$ cat src/rtl/vshift_pkg.sv
package vshift_pkg;
    localparam int VEC_BYTES = 16;
    localparam int BYTE_W    = 8;
    localparam int VEC_BITS  = VEC_BYTES * BYTE_W;
    localparam int ACT_W     = $clog2(VEC_BYTES) + 1;
    localparam int AMT_W     = 8;

    typedef struct packed {
        logic                vld;
        logic [VEC_BITS-1:0] data;
    } vshift_state_t;
endpackage

$ cat src/rtl/vshift_lane.sv
module vshift_lane #(
    parameter int W     = 8,
    parameter int AMT_W = 8
) (
    input  logic [W-1:0]     lane_in,
    input  logic [AMT_W-1:0] amt,
    input  logic             arith,
    output logic [W-1:0]     lane_out
);
    localparam int SH_W  = $clog2(W);
    localparam int MAG_W = AMT_W + 1;

    logic [MAG_W-1:0] mag;
    logic             neg;
    logic             left_ok;
    logic             right_ok;

    always_comb begin
        neg      = amt[AMT_W-1];
        // magnitude of a negative count; -128 becomes 128, which needs MAG_W bits
        mag      = MAG_W'(1 << AMT_W) - {1'b0, amt};
        left_ok  = ({1'b0, amt} < MAG_W'(W));
        right_ok = (mag < MAG_W'(W));
        if (!neg) begin
            lane_out = left_ok ? (lane_in << amt[SH_W-1:0]) : '0;
        end else if (right_ok) begin
            if (arith) lane_out = W'($signed(lane_in) >>> mag[SH_W-1:0]);
            else       lane_out = lane_in >> mag[SH_W-1:0];
        end else begin
            lane_out = arith ? {W{lane_in[W-1]}} : '0;
        end
    end
endmodule

$ cat src/rtl/vshift_tail_mask.sv
module vshift_tail_mask #(
    parameter int VEC_BYTES = 16,
    parameter int ACT_W     = 5
) (
    input  logic [ACT_W-1:0]       act_bytes,
    output logic [VEC_BYTES*8-1:0] keep_bits
);
    for (genvar b = 0; b < VEC_BYTES; b++) begin : g_byte
        assign keep_bits[b*8 +: 8] = {8{ACT_W'(b) < act_bytes}};
    end
endmodule

$ cat src/rtl/vshift_unit.sv
module vshift_unit
    import vshift_pkg::*;
(
    input  logic                clk,
    input  logic                rst,
    input  logic                in_valid,
    input  logic                lane_wide,
    input  logic                is_signed,
    input  logic [ACT_W-1:0]    act_bytes,
    input  logic [VEC_BITS-1:0] opnd_n,
    input  logic [VEC_BITS-1:0] opnd_m,
    output logic                out_valid,
    output logic [VEC_BITS-1:0] result
);
    localparam int HALF_W     = 2 * BYTE_W;
    localparam int HALF_LANES = VEC_BYTES / 2;

    logic [VEC_BITS-1:0] byte_res;
    logic [VEC_BITS-1:0] half_res;
    logic [VEC_BITS-1:0] keep_bits;
    vshift_state_t       st_d, st_q;

    for (genvar i = 0; i < VEC_BYTES; i++) begin : g_byte_lane
        vshift_lane #(.W(BYTE_W), .AMT_W(AMT_W)) u_lane (
            .lane_in  (opnd_n[i*BYTE_W +: BYTE_W]),
            .amt      (opnd_m[i*BYTE_W +: AMT_W]),
            .arith    (is_signed),
            .lane_out (byte_res[i*BYTE_W +: BYTE_W])
        );
    end

    for (genvar i = 0; i < HALF_LANES; i++) begin : g_half_lane
        vshift_lane #(.W(HALF_W), .AMT_W(AMT_W)) u_lane (
            .lane_in  (opnd_n[i*HALF_W +: HALF_W]),
            .amt      (opnd_m[i*HALF_W +: AMT_W]),
            .arith    (is_signed),
            .lane_out (half_res[i*HALF_W +: HALF_W])
        );
    end

    vshift_tail_mask #(.VEC_BYTES(VEC_BYTES), .ACT_W(ACT_W)) u_mask (
        .act_bytes (act_bytes),
        .keep_bits (keep_bits)
    );

    always_comb begin
        st_d     = st_q;
        st_d.vld = in_valid;
        if (in_valid) begin
            st_d.data = (lane_wide ? half_res : byte_res) & keep_bits;
        end
    end

    always_ff @(posedge clk) begin
        if (rst) st_q <= '0;
        else     st_q <= st_d;
    end

    assign out_valid = st_q.vld;
    assign result    = st_q.data;

    // valid tracks the input one cycle later
    a_r9_valid_follows: assert property (@(posedge clk) disable iff (rst)
        in_valid |=> out_valid);
    a_r9_idle_follows: assert property (@(posedge clk) disable iff (rst)
        !in_valid |=> !out_valid);
    // result held while idle
    a_r9_hold: assert property (@(posedge clk) disable iff (rst)
        !in_valid |=> $stable(result));
    // no live data above the active size
    a_r8_tail_zero: assert property (@(posedge clk) disable iff (rst)
        in_valid |=> ((result >> ({3'b0, $past(act_bytes)} * 8)) == '0));
    // over-range left count on byte lane 0
    a_r4_left_over: assert property (@(posedge clk) disable iff (rst)
        (!opnd_m[7] && opnd_m[7:0] >= 8'd8) |-> byte_res[7:0] == 8'h00);
    // signed far right on byte lane 0 gives sign fill
    a_r6_sign_fill: assert property (@(posedge clk) disable iff (rst)
        (is_signed && opnd_m[7] && opnd_m[7:0] <= 8'hF8) |-> byte_res[7:0] == {8{opnd_n[7]}});
    // unsigned far right on half lane 0 gives zero
    a_r7_unsigned_over: assert property (@(posedge clk) disable iff (rst)
        (!is_signed && opnd_m[7] && opnd_m[7:0] <= 8'hF0) |-> half_res[15:0] == 16'h0000);
endmodule

$ cat config.mk
export PLATFORM = sky130hd
export DESIGN_NAME = vshift_unit
export DESIGN_NICKNAME = d
export VERILOG_FILES = /design/src/rtl/vshift_pkg.sv /design/src/rtl/vshift_lane.sv /design/src/rtl/vshift_tail_mask.sv /design/src/rtl/vshift_unit.sv
export SDC_FILE = /design/constraint.sdc
export NUM_CORES = 2
export LEC_CHECK = 0
export BUFFER_PORTS_ARGS = -buffer_cell sky130_fd_sc_hd__clkbuf_2
export CAP_MARGIN = 40
export CORE_MARGIN = 3
export CORE_UTILIZATION = 50
export DETAILED_ROUTE_END_ITERATION = 8
export GPL_ROUTABILITY_DRIVEN = 1
export PLACE_DENSITY = 0.81
export SLEW_MARGIN = 20
export SYNTH_ARGS = -nofsm -noshare
export SYNTH_HDL_FRONTEND = slang
export SYNTH_SLANG_ARGS = --single-unit
$ cat constraint.sdc
create_clock -name clk -period 3.3 [get_ports clk]
set_input_delay 0.33 -clock clk [delete_from_list [all_inputs] [get_ports clk]]
set_output_delay 0.33 -clock clk [all_outputs]
set_load 0.01 [all_outputs]
; Yosys cells after proc, flatten, opt, wreduce, memory -nomap -nowiden
; Cells that the tools add are included.
[totals]
register_bits = 129
elab_cells = 276
[op_classes]
addsub = 16
muxes = 121
magnitude_cmp = 64
n_bitwise = 1
n_shift = 72
[ops]
columns = cell, n
row1 = 16-bit two-way mux, 40
row2 = 8-bit two-way mux, 80
row3 = "9-bit by 4-bit < comparator with 1-bit output, second input constant", 16
row4 = "9-bit by 8-bit subtractor with 9-bit output, first input constant", 16
row5 = 128-bit AND, 1
row6 = "8-bit by 4-bit < comparator with 1-bit output, second input constant", 16
row7 = 128-bit two-way mux, 1
row8 = 16-bit by 4-bit << shifter with 16-bit output, 8
row9 = 8-bit by 3-bit << shifter with 8-bit output, 16
row10 = 16-bit by 4-bit right shift with 16-bit output, 8
row11 = 8-bit by 3-bit right shift with 8-bit output, 16
row12 = 16-bit by 4-bit >>> shifter with 16-bit output, 8
row13 = 8-bit by 3-bit >>> shifter with 8-bit output, 16
row14 = "9-bit by 5-bit < comparator with 1-bit output, second input constant", 8
row15 = "8-bit by 5-bit < comparator with 1-bit output, second input constant", 8
row16 = "4-bit by 5-bit < comparator with 1-bit output, first input constant", 8
row17 = "3-bit by 5-bit < comparator with 1-bit output, first input constant", 4
row18 = "1-bit by 5-bit < comparator with 1-bit output, first input constant", 2
row19 = "2-bit by 5-bit < comparator with 1-bit output, first input constant", 2

; Depth between registers and ports, before layout
[depth]
ltp_word = 7
depth_mapped = 14
ltp_nobuf = 8

; Modules after synthesis
; Synthesis repeated with hierarchy kept, for this count alone.
[hier_totals]
hier_cells = 4639
area_unflattened_um2 = 37030.5
[by_module_without_submodules]
columns = module, cells_each, seq_area_each_um2, n_inst, area_per_inst_um2
row1 = vshift_lane (g_half_lane[0].u_lane ...), 242, 0.0, 8, 1891.8
row2 = vshift_lane (g_byte_lane[10].u_lane ...), 116, 0.0, 15, 837.1
row3 = vshift_unit, 711, 2582.5, 1, 7495.9
row4 = vshift_tail_mask, 140, 0.0, 1, 1006.0
row5 = vshift_lane (g_byte_lane[0].u_lane), 112, 0.0, 1, 838.3

; Worst setup path before layout
; No wires, ideal clock.
[synth_path]
path_kind = input -> register
start = in opnd_m[16]
end = reg st_q, in the netlist result[20]
setup_slack_ps = 169
setup_ps = 126
path_stages = 12
arrival_ps = 3005
required_time_ps = 3174
cell_sequence = buf_4 -> buf_4 -> buf_4 -> clkinv_1 -> ha_1 -> buf_2 -> buf_1 -> mux4_2 -> mux4_2 -> nor2_1 -> a2bb2oi_1 -> o21ai_0
[synth_between]
elab_chain_cells = 7
[synth_rtl]
columns = item, line_no
row1 = from (decl), vshift_unit.sv:11  ; input logic [VEC_BITS-1:0] opnd_m,
row2 = "parallel branches: the longest is 5 deep, another holds 9-bit by 8-bit subtractor with 9-bit output", n/a
row3 = 128-bit two-way mux (*), vshift_unit.sv:50  ; st_d.data = (lane_wide ? half_res : byte_res) & keep_bits;
row4 = 128-bit AND (*), vshift_unit.sv:50
row5 = to (signal assigned), vshift_unit.sv:56  ; else st_q <= st_d;
row6 = to (decl), vshift_unit.sv:21  ; vshift_state_t st_d, st_q;
; Every way passes the cells marked *.
; A chain may end at the register's enable or synchronous reset.

; Worst setup path after layout
[layout_path]
start = in opnd_m[80]
end = reg st_q, in the netlist result[92]
[layout_between]
elab_chain_cells = 7
[layout_rtl]
columns = item, line_no
row1 = "parallel branches: the longest is 4 deep, another holds 9-bit by 8-bit subtractor with 9-bit output", n/a
row2 = 16-bit two-way mux (*), vshift_lane.sv:24  ; if (!neg) begin
row3 = 128-bit two-way mux (*), vshift_unit.sv:50
row4 = 128-bit AND (*), vshift_unit.sv:50
; Marked as above.

==> results.sh <==
export IMPL_ys_seq_area_share_pct=9.55
export IMPL_final_cell_area_sq_mm=0.0302
export IMPL_grt_pass1_wl_um=172000
export IMPL_dieWidth_um=239
export IMPL_std_cell_rows=84
export IMPL_cts_resized_gates=0
export IMPL_clk_root_buffer_cell="clkbuf_16"
export IMPL_vias_per_cell=7.26
export IMPL_track_usage_pct=37.8
export IMPL_finalHoldViolCount=0
export IMPL_postCtsSetupRepairBufs=0
export IMPL_critPathMaxStageDelay_ns=0.48
export IMPL_cp_buffers_inverters=2
export IMPL_start_util_pct=51.0
export IMPL_min_period_over_period_pct=75.1
export IMPL_core_area_sq_mm=0.0531
export IMPL_critical_path_top_delay_family="multiplexers"
export IMPL_ys_seq_elements=129
export IMPL_path_depth=9
export IMPL_via_count=31500
export IMPL_die_height_um=239
export IMPL_port_buffers=394
export IMPL_drt_iter0_drc=4026
export IMPL_clk_path_buf_depth=2
export IMPL_synth_enable_flop_cells=0
export IMPL_grt_overflow=0
export IMPL_path_clk_slew_ns=0.06
export IMPL_netlist_top_cells_area="mux4_2 (18%), mux2i_1 (12%), dfxtp_1 (9.5%), nand2_1 (5.7%), mux2_2 (4.0%)"
export IMPL_avgSynthCellArea_sq_um=7.91
export IMPL_final_setup_tns_ns=0
export IMPL_total_power_mw=8.13
export IMPL_maxSlewHeadroom_pct=40.1
export IMPL_cts_buffers_inserted=17
export IMPL_place_gp_congestion=1.04
export IMPL_synthDistinctLibCells=95
export IMPL_first_pass_iters=6
export IMPL_worst_pin_slew_ns=0.890
export IMPL_h_tree_depth=4
export IMPL_drv_slew=0
export IMPL_synth_nets=3700
export IMPL_nets=3910
export IMPL_place_area_sq_mm=0.0295
export IMPL_synthArstFlopShare_pct=0
export IMPL_cts_sinks=129
export IMPL_ys_warn_count=0
export IMPL_insertion_delay_ns=0.50
export IMPL_dp_cells=4295
export IMPL_skew_ns=0
export IMPL_ir_worst_vdd_v=0.000446
export IMPL_crit_chain="clkbuf_2, inv_2, ha_1, nor3b_1, mux2_2, nor4_4, mux2_2, a221oi_1, a221oi_1"
export IMPL_final_cells=4341
export IMPL_drt_total_wl_um=112000
export IMPL_crit_slowest_cell="nor4_4"
export IMPL_setup_viol=0
export IMPL_synth_ff_type="dfxtp_1"
export IMPL_r2r_cells=3
export IMPL_fmax_ghz=0.403
export IMPL_critical_path_class="in -> reg"
export IMPL_grt_pass1_vias=29600
export IMPL_ios=395
export IMPL_rsz0062_at_grt="false"
export IMPL_crit_path_end_kind="register"
export IMPL_postRouteAntennaNets=0
export IMPL_leakagePower_nw=11.9
export IMPL_powerDensity_mw_per_mm2=269
export IMPL_outcome="finished clean"
export IMPL_min_path_type="in -> reg"
export IMPL_synth_top_area_share_pct=18.0
export IMPL_drc=0
export IMPL_die_area_sq_mm=0.0569
export IMPL_critPathMaxFanout=6
export IMPL_syn_area_sq_mm=0.0270
export IMPL_period_needed_ns=2.48
export IMPL_cp_required_ns=3.63
export IMPL_antenna_found_initial=22
export IMPL_synthCells=3418
export IMPL_hpwl_um=82800
export IMPL_wl_per_cell_um=25.8
export IMPL_fin_util_pct=57.0
export IMPL_grt_max_degree=53
export IMPL_cts_tree="built"
export IMPL_crit_path_start_kind="primary input"
export IMPL_syn_to_final_growth_pct=11.8
export IMPL_cp_arrival_ns=2.81
export IMPL_ctsHoldBuffers=0
export IMPL_synth_top_area_cell="mux4_2"
export IMPL_hold_depth=3
export IMPL_layout_drive_gt1_share_pct=26.2
export IMPL_maxCapViolations=0
cell families after synthesis:
group	share of synthesized area, %
AOI/OAI and AO/OA	27.0
xor gates and xnor gates	1.44
adders and majority gates	0.740
buffers and inverters	7.19
DFF	9.55
muxes	34.2
and+or+nand+nor	19.9
through the flow:
step / hold slack [ns] / setup WS (ns)
2_1_floorplan: 0.476 / 0.169
4_1_cts: 0.149 / 0.882
5_1_grt: 0.183 / 0.662
3_3_place_gp: 0.439 / 0.439
3_5_place_dp: 0.450 / 0.356
6_report: 0.186 / 0.821
layer usage:
metal	GRT usage [%]	vias to the layer above	wire, um
li1	-	13800	-
met2	58.3	2271	49600
met1	49.6	15000	43100
met5	0	-	113
met3	9.82	417	13400
met4	18.0	18	5680
worst paths after layout:
path                             from                  endpoint  slack (ns)
max                        opnd_m[80]   result[92]$_SDFFE_PP0P_        0.82
min                        opnd_m[95]   result[92]$_SDFFE_PP0P_        0.19
max reg2reg   result[69]$_SDFFE_PP0P_   result[69]$_SDFFE_PP0P_        2.09
min reg2reg  result[120]$_SDFFE_PP0P_  result[120]$_SDFFE_PP0P_        0.46
worst reg2reg max path: cells and delay by family, from the launching register on:
family / cells / cell delay, ns
DFF: 1 / 0.43
AOI/OAI and AO/OA: 3 / 0.66
layout make-up:
type | instances | area [sq um]
antenna | 13 | 32.5
clock buffer | 19 | 453
clock inverter | 12 | 181
fill | 4959 | 22800
inverter | 93 | 349
multi-input combinational | 2834 | 22500
sequential | 129 | 2580
tap | 688 | 861
timing repair buffer | 553 | 3250
flip-flops by register name, indices dropped and copies added, names as in the netlist:
name       flops
out_valid      1
result       128
report_power, final:
group	internal (mW)	total [mW]	switching, mW	leakage [nW]
registers	1.62	1.67	0.0502	1.05
logic	1.72	4.27	2.55	10.6
clock network	1.30	2.19	0.892	0.298
total	4.64	8.13	3.49	11.9
layout by cell type, fill, tap and decap left out, types with 35 or more instances in the layout:
cell        n
o31ai_1    40
o211ai_1   65
a211oi_1   44
mux2i_1   325
and2_1     35
dfxtp_1   129
a221oi_1   40
nor3_1     92
a22oi_1    36
nand2_1   411
clkbuf_2  392
a21oi_1   163
nor2_1    222
mux4_2    216
a31oi_1    59
inv_1      81
buf_4     151
mux2_2     95
o21ai_0   202
nor2b_1    35
nand2b_1   44
nand3_1    96
cell usage after synthesis (22+ instances only):
cell	count
a211oi_1	44
a21oi_1	163
a221o_1	26
a221oi_1	40
a22oi_1	36
a31oi_1	59
a32o_1	31
a32oi_1	29
and2_1	35
and3_1	24
buf_1	29
buf_2	94
buf_4	22
clkbuf_1	212
dfxtp_1	129
inv_1	82
mux2_2	95
mux2i_1	325
mux4_2	216
nand2_1	411
nand2b_1	44
nand3_1	96
nand4_1	24
nor2_1	223
nor2b_1	35
nor3_1	92
nor4_1	24
o211ai_1	65
o21ai_0	202
o221ai_1	23
o31ai_1	40
(Power assumes the default switching activity.)
